File: src/rtl/ptl_pkg.sv
package ptl_pkg;

    localparam int GRAN_SHIFT_DEF = 8;
    localparam int DRAIN_DEF      = 16;

    function automatic int max_int(input int a, input int b);
        return (a > b) ? a : b;
    endfunction

    function automatic int charge_width(input int pkt_w, input int gran,
                                        input int wcnt_w, input int word_w);
        return max_int(pkt_w + gran, wcnt_w + word_w) + 1;
    endfunction

endpackage

File: src/rtl/ptl_cfg_reg.sv
module ptl_cfg_reg #(
    parameter int W = 16
) (
    input  logic         clk,
    input  logic         rst,
    input  logic         we,
    input  logic [W-1:0] d,
    output logic [W-1:0] q
);
    always_ff @(posedge clk) begin
        if (rst)
            q <= '0;
        else if (we)
            q <= d;
    end
endmodule

File: src/rtl/ptl_charge.sv
module ptl_charge #(
    parameter int PKT_COST_W  = 16,
    parameter int WORD_COST_W = 12,
    parameter int WCNT_W      = 11,
    parameter int GRAN        = 8,
    parameter int CHG_W       = 25
) (
    input  logic [PKT_COST_W-1:0]  pkt_cost,
    input  logic [WORD_COST_W-1:0] word_cost,
    input  logic [WCNT_W-1:0]      words,
    output logic [CHG_W-1:0]       charge
);
    localparam int PP_W = PKT_COST_W + GRAN;
    localparam int WP_W = WCNT_W + WORD_COST_W;

    logic [PP_W-1:0] pkt_part;
    logic [WP_W-1:0] word_part;

    always_comb begin
        pkt_part  = {pkt_cost, {GRAN{1'b0}}};
        word_part = WP_W'(words) * WP_W'(word_cost);
        charge    = CHG_W'(pkt_part) + CHG_W'(word_part);
    end
endmodule

File: src/rtl/ptl_debt.sv
module ptl_debt #(
    parameter int DEBT_W  = 24,
    parameter int CHG_W   = 25,
    parameter int LIMIT_W = 16,
    parameter int GRAN    = 8,
    parameter int DRAIN   = 16
) (
    input  logic               clk,
    input  logic               rst,
    input  logic               accept,
    input  logic [CHG_W-1:0]   charge,
    input  logic [LIMIT_W-1:0] limit,
    output logic [DEBT_W-1:0]  debt_q,
    output logic               send_ok
);
    localparam int SUM_W = ptl_pkg::max_int(DEBT_W, CHG_W) + 1;
    localparam int LS_W  = LIMIT_W + GRAN;
    localparam int CMP_W = ptl_pkg::max_int(DEBT_W, LS_W);
    localparam logic [DEBT_W-1:0] DRAIN_V = DEBT_W'(DRAIN);
    localparam logic [SUM_W-1:0]  CEIL    = SUM_W'({DEBT_W{1'b1}});

    logic [DEBT_W-1:0] drained;
    logic [SUM_W-1:0]  sum;
    logic [DEBT_W-1:0] debt_d;
    logic [LS_W-1:0]   lim_scaled;

    always_comb begin
        drained = (debt_q >= DRAIN_V) ? (debt_q - DRAIN_V) : '0;
        sum     = SUM_W'(drained) + SUM_W'(charge);
        if (!accept)
            debt_d = drained;
        else if (sum > CEIL)
            debt_d = {DEBT_W{1'b1}};
        else
            debt_d = sum[DEBT_W-1:0];
    end

    always_ff @(posedge clk) begin
        if (rst)
            debt_q <= '0;
        else
            debt_q <= debt_d;
    end

    always_comb begin
        lim_scaled = {limit, {GRAN{1'b0}}};
        send_ok    = CMP_W'(debt_q) <= CMP_W'(lim_scaled);
    end
endmodule

File: src/rtl/port_token_limiter.sv
module port_token_limiter #(
    parameter int PKT_COST_W  = 16,
    parameter int WORD_COST_W = 12,
    parameter int LIMIT_W     = 16,
    parameter int WCNT_W      = 11,
    parameter int DEBT_W      = 24,
    parameter int GRAN        = ptl_pkg::GRAN_SHIFT_DEF,
    parameter int DRAIN       = ptl_pkg::DRAIN_DEF
) (
    input  logic                   clk,
    input  logic                   rst,
    input  logic                   cfg_pkt_we,
    input  logic [PKT_COST_W-1:0]  cfg_pkt_cost,
    input  logic                   cfg_word_we,
    input  logic [WORD_COST_W-1:0] cfg_word_cost,
    input  logic                   cfg_lim_we,
    input  logic [LIMIT_W-1:0]     cfg_limit,
    input  logic                   pkt_start,
    input  logic [WCNT_W-1:0]      pkt_words,
    output logic                   send_ok
);
    localparam int CHG_W = ptl_pkg::charge_width(PKT_COST_W, GRAN, WCNT_W, WORD_COST_W);

    logic [PKT_COST_W-1:0]  pkt_cost_q;
    logic [WORD_COST_W-1:0] word_cost_q;
    logic [LIMIT_W-1:0]     limit_q;
    logic [CHG_W-1:0]       charge;
    logic [DEBT_W-1:0]      debt_q;
    logic                   accept;

    ptl_cfg_reg #(.W(PKT_COST_W)) u_pkt_reg (
        .clk(clk), .rst(rst), .we(cfg_pkt_we), .d(cfg_pkt_cost), .q(pkt_cost_q));

    ptl_cfg_reg #(.W(WORD_COST_W)) u_word_reg (
        .clk(clk), .rst(rst), .we(cfg_word_we), .d(cfg_word_cost), .q(word_cost_q));

    ptl_cfg_reg #(.W(LIMIT_W)) u_lim_reg (
        .clk(clk), .rst(rst), .we(cfg_lim_we), .d(cfg_limit), .q(limit_q));

    ptl_charge #(
        .PKT_COST_W(PKT_COST_W), .WORD_COST_W(WORD_COST_W),
        .WCNT_W(WCNT_W), .GRAN(GRAN), .CHG_W(CHG_W)
    ) u_charge (
        .pkt_cost(pkt_cost_q), .word_cost(word_cost_q),
        .words(pkt_words), .charge(charge));

    assign accept = pkt_start & send_ok;

    ptl_debt #(
        .DEBT_W(DEBT_W), .CHG_W(CHG_W), .LIMIT_W(LIMIT_W),
        .GRAN(GRAN), .DRAIN(DRAIN)
    ) u_debt (
        .clk(clk), .rst(rst), .accept(accept), .charge(charge),
        .limit(limit_q), .debt_q(debt_q), .send_ok(send_ok));
endmodule

File: config.mk
export PLATFORM = sky130hd
export DESIGN_NAME = port_token_limiter
export DESIGN_NICKNAME = d
export VERILOG_FILES = /design/src/rtl/ptl_pkg.sv /design/src/rtl/ptl_cfg_reg.sv /design/src/rtl/ptl_charge.sv /design/src/rtl/ptl_debt.sv /design/src/rtl/port_token_limiter.sv
export SDC_FILE = /design/constraint.sdc
export NUM_CORES = 1
export LEC_CHECK = 0
export BUFFER_PORTS_ARGS = -buffer_cell sky130_fd_sc_hd__buf_2
export CAP_MARGIN = 0
export CORE_UTILIZATION = 36
export CTS_CLUSTER_DIAMETER = 150
export CTS_CLUSTER_SIZE = 16
export DETAILED_ROUTE_END_ITERATION = 12
export PLACE_DENSITY_LB_ADDON = 0.15
export REMOVE_ABC_BUFFERS = 1
export SLEW_MARGIN = 25
export SYNTH_ARGS = -nofsm -noshare
export SYNTH_HDL_FRONTEND = slang
export SYNTH_SLANG_ARGS = --single-unit
export TNS_END_PERCENT = 50
File: constraint.sdc
create_clock -name clk -period 18.9 [get_ports clk]
set_clock_uncertainty 0.2 [all_clocks]
set_input_delay 0 -clock clk [delete_from_list [all_inputs] [get_ports clk]]
set_output_delay 0 -clock clk [all_outputs]
set_load 0.1 [all_outputs]
==> flow_summary.toml <==
[flow_run]
drv_cap = 0

[synthesis]
synth-seq-cells = 68
netlist_area_um2 = 8950
synth_enable_flop_cells = 0
avgSynthCellArea_um2 = 8.81
synthFlopType = "dfxtp_1"
ys_seq_area_frac = 0.152
netlist_instances = 1016
postSynth.asyncResetShare = 0
yosysWarnings = 0
synth.distinct_cells = 56

[timing]
rsz0062_at_grt = "false"
tns_ns = 0
tightest_slew_ns = 0.976
hold_viol_final = 0
drv_slew = 0
holdWs_ns = 0.00635
fmax_mhz = 130
finalSetupViolCount = 0
relSlewSlack = 0.347
period_share = 0.406
period_minus_slack_ns = 7.68

[min_path]
min_path_type = "in2reg"

[drt]
postRouteAntennaNets = 0
drt-total-wl_um = 21000
vias = 6873
route.detailed.drc = 0
via_per_inst = 4.80
routedWlPerCell_um = 14.6
drt-initial-drc-count = 293
dr.pass1.iters = 4

[worst_setup_path]
critPathMaxStageDelay_ns = 0.76
crit_type = "reg2reg"
cp-start-kind = "register"
slowest_stage = "nor2_1"
cp.arrival_ns = 7.66
cp_cell_sequence = "or4_4 -> or3_4 -> nor3_4 -> nand3_2 -> nor2_1 -> nor2_1 -> fa_1 -> ha_1 -> inv_1 -> fa_1 -> inv_1 -> ha_1 -> fa_1 -> inv_1 -> fa_1 -> nor2b_1 -> o31a_1 -> nor2_1 -> o31ai_1 -> a21oi_1 -> mux2i_1 -> nor4_4 -> buf_4 -> a211oi_1"
path_max_fanout = 20
endpoint_kind = "register"
cp.required_ns = 18.88
crit_top_cell = "fa_1"

[die]
pin_count = 62
die_y_um = 160
start_util = 0.367
coreArea_um2 = 24400
chipWidth_um = 160
rows = 57
die-area_um2 = 25500

[final_layout]
area_growth_pct = 17.0
diodes = 0
final_nets = 1386
drive_above_1_share = 0.0804

[global_route]
grt_pass1_wl_um = 36200
grt_busiest_layer = "met2"
overflow = 0
antenna_found_initial = 0
grt_util_met2 = 0.313
grt_max_degree = 69
grt_use_met3 = 0.0216
grt_util_met1 = 0.231
grt_pass1_vias = 7322
grt_usage = 0.178

[power_and_ir_drop]
leakagePower_nw = 5.26
power_switching_w = 0.000807
clock_power_share = 0.135
switching_share = 0.502
ir_worst_vdd_uv = 89.8
power_frac_seq = 0.127
powerDensity_nw_per_um2 = 153
comb_power_share = 0.738
power.internal_w = 0.000800

[run_status]
status = "completed"

[clock_network]
clk_pin_slew_ns = 0.06
cts_tree = "done"
clock_latency_ns = 0.35
cts_root_buf = "clkbuf_16"
holdBufCountCts = 64
cts_setup_buffers = 0
cts_resized = 0
clock_sinks = 68
cts_buffer_depth = 2
cts_made_buffers = 9
h-tree-depth = 3

[place]
gp_congestion = 0.787
port_buffers = 61
dp_hpwl_um = 16900
## metrics by stage
stage                     worst slack [ns]  power [W]  instance area (µm²)  cells   util
after global routing                 10.72    0.00179                10500   1431  0.430
final                                11.22    0.00161                10500   1431  0.430
after floorplan                      11.84    0.00112                 8750    965      -
after global placement               11.23    0.00139                 9480   1352  0.389
after detailed placement             11.12    0.00140                 9480   1352  0.389
after CTS                            11.12    0.00163                10500   1431  0.430
## per-layer routing
metal / part of all wire / wire length, µm
met3: 0.016 / 345
met1: 0.47 / 9920
met5: 0 / 0
met4: 0.013 / 282
met2: 0.50 / 10400
## synthesized netlist by cell type (2+ instances only)
library cell  count  area [µm²]
inv_1           189         709
fa_1            128        2560
nand2_1         106         398
ha_1             94        1180
nor2_1           74         278
dfxtp_1          68        1360
and2_1           53         332
mux2i_1          47         470
clkbuf_1         44         165
a21oi_1          36         180
xnor2_1          17         149
a21o_1           15         113
a211oi_1         13        97.6
xor2_1           12         105
a221oi_1         10        87.6
o21ai_0          10        50.1
nand4_1           9        56.3
nor3_1            9        45.0
nand3_1           8        40.0
a31oi_1           7        43.8
nor2b_1           7        43.8
nand2b_1          6        37.5
o21a_1            5        37.5
nor4_1            4        25.0
and3_1            3        18.8
buf_1             3        11.3
o31ai_1           3        22.5
a21boi_0          2        15.0
buf_2             2        10.0
buf_4             2        15.0
nor3_4            2        32.5
o22ai_1           2        12.5
or3_1             2        12.5
or4_1             2        15.0
## sequential cells by signal (all words and copies together) (netlist names)
| register | flops |
|---|---|
| u_debt.debt_q | 24 |
| u_lim_reg.q | 16 |
| u_pkt_reg.q | 16 |
| u_word_reg.q | 12 |
## final cells by class
cell class,instances,area (µm²)
fillers,2530,13900
multi-input cells,708,6680
flip-flops and latches,68,1360
repair buffers,127,961
inverters,189,709
well taps,324,405
clock buffers,9,225
clock inverters,6,136
## cells by family (layout without fill, tap and decap cells)
logic type               Yosys count  count (layout)  synth area share
multiplexers                      47              47            0.0525
adder cells (fa/ha/maj)          222             222             0.417
AO/OA/AOI/OAI                    115             115            0.0868
XOR/XNOR                          29              29            0.0284
AND/OR/NAND/NOR                  295             295             0.161
flip-flops                        68              68             0.152
buffers and inverters            240             331             0.102
## power groups by stage
stage | Sequential, W | Combinational, W | Clock, W
2_1_floorplan | 0.000196 | 0.000922 | 0
3_3_place_gp | 0.000207 | 0.00118 | 0
3_5_place_dp | 0.000206 | 0.00119 | 0
4_1_cts | 0.000203 | 0.00121 | 0.000222
5_1_grt | 0.000208 | 0.00136 | 0.000227
6_report | 0.000203 | 0.00119 | 0.000217
## placed cells by master, fill, tap and decap left out, drive strengths merged, types with 14 or more instances in the layout
| cell | instances |
|---|---|
| inv | 190 |
| ha | 94 |
| xnor2 | 17 |
| fa | 128 |
| a21oi | 36 |
| dlygate4sd3 | 64 |
| and2 | 53 |
| nand2 | 106 |
| a21o | 15 |
| nor2 | 74 |
| mux2i | 47 |
| buf | 63 |
| dfxtp | 68 |
| a211oi | 14 |
## path summary, 6_finish.rpt
kind | slack, ns | start | endpoint | depth (start not counted)
max | 11.22 | u_debt.debt_q[13]$_SDFF_PP0_ | u_debt.debt_q[10]$_SDFF_PP0_ | 24
min | 0.006 | cfg_lim_we | u_lim_reg.q[1]$_SDFFE_PP0P_ | 3
max reg2reg | 11.22 | u_debt.debt_q[13]$_SDFF_PP0_ | u_debt.debt_q[10]$_SDFF_PP0_ | 24
min reg2reg | 0.29 | u_lim_reg.q[1]$_SDFFE_PP0P_ | u_lim_reg.q[1]$_SDFFE_PP0P_ | 2
## worst max-delay path: cells and delay by family, from the launching register on
family / cells / cell delay [ns]
flip-flops: 1 / 0.35
multiplexers: 1 / 0.18
buffers and inverters: 4 / 0.49
AND/OR/NAND/NOR: 9 / 2.79
AO/OA/AOI/OAI: 4 / 0.93
adder cells (fa/ha/maj): 6 / 2.57
Note: power is estimated with default switching activity, not from simulation.
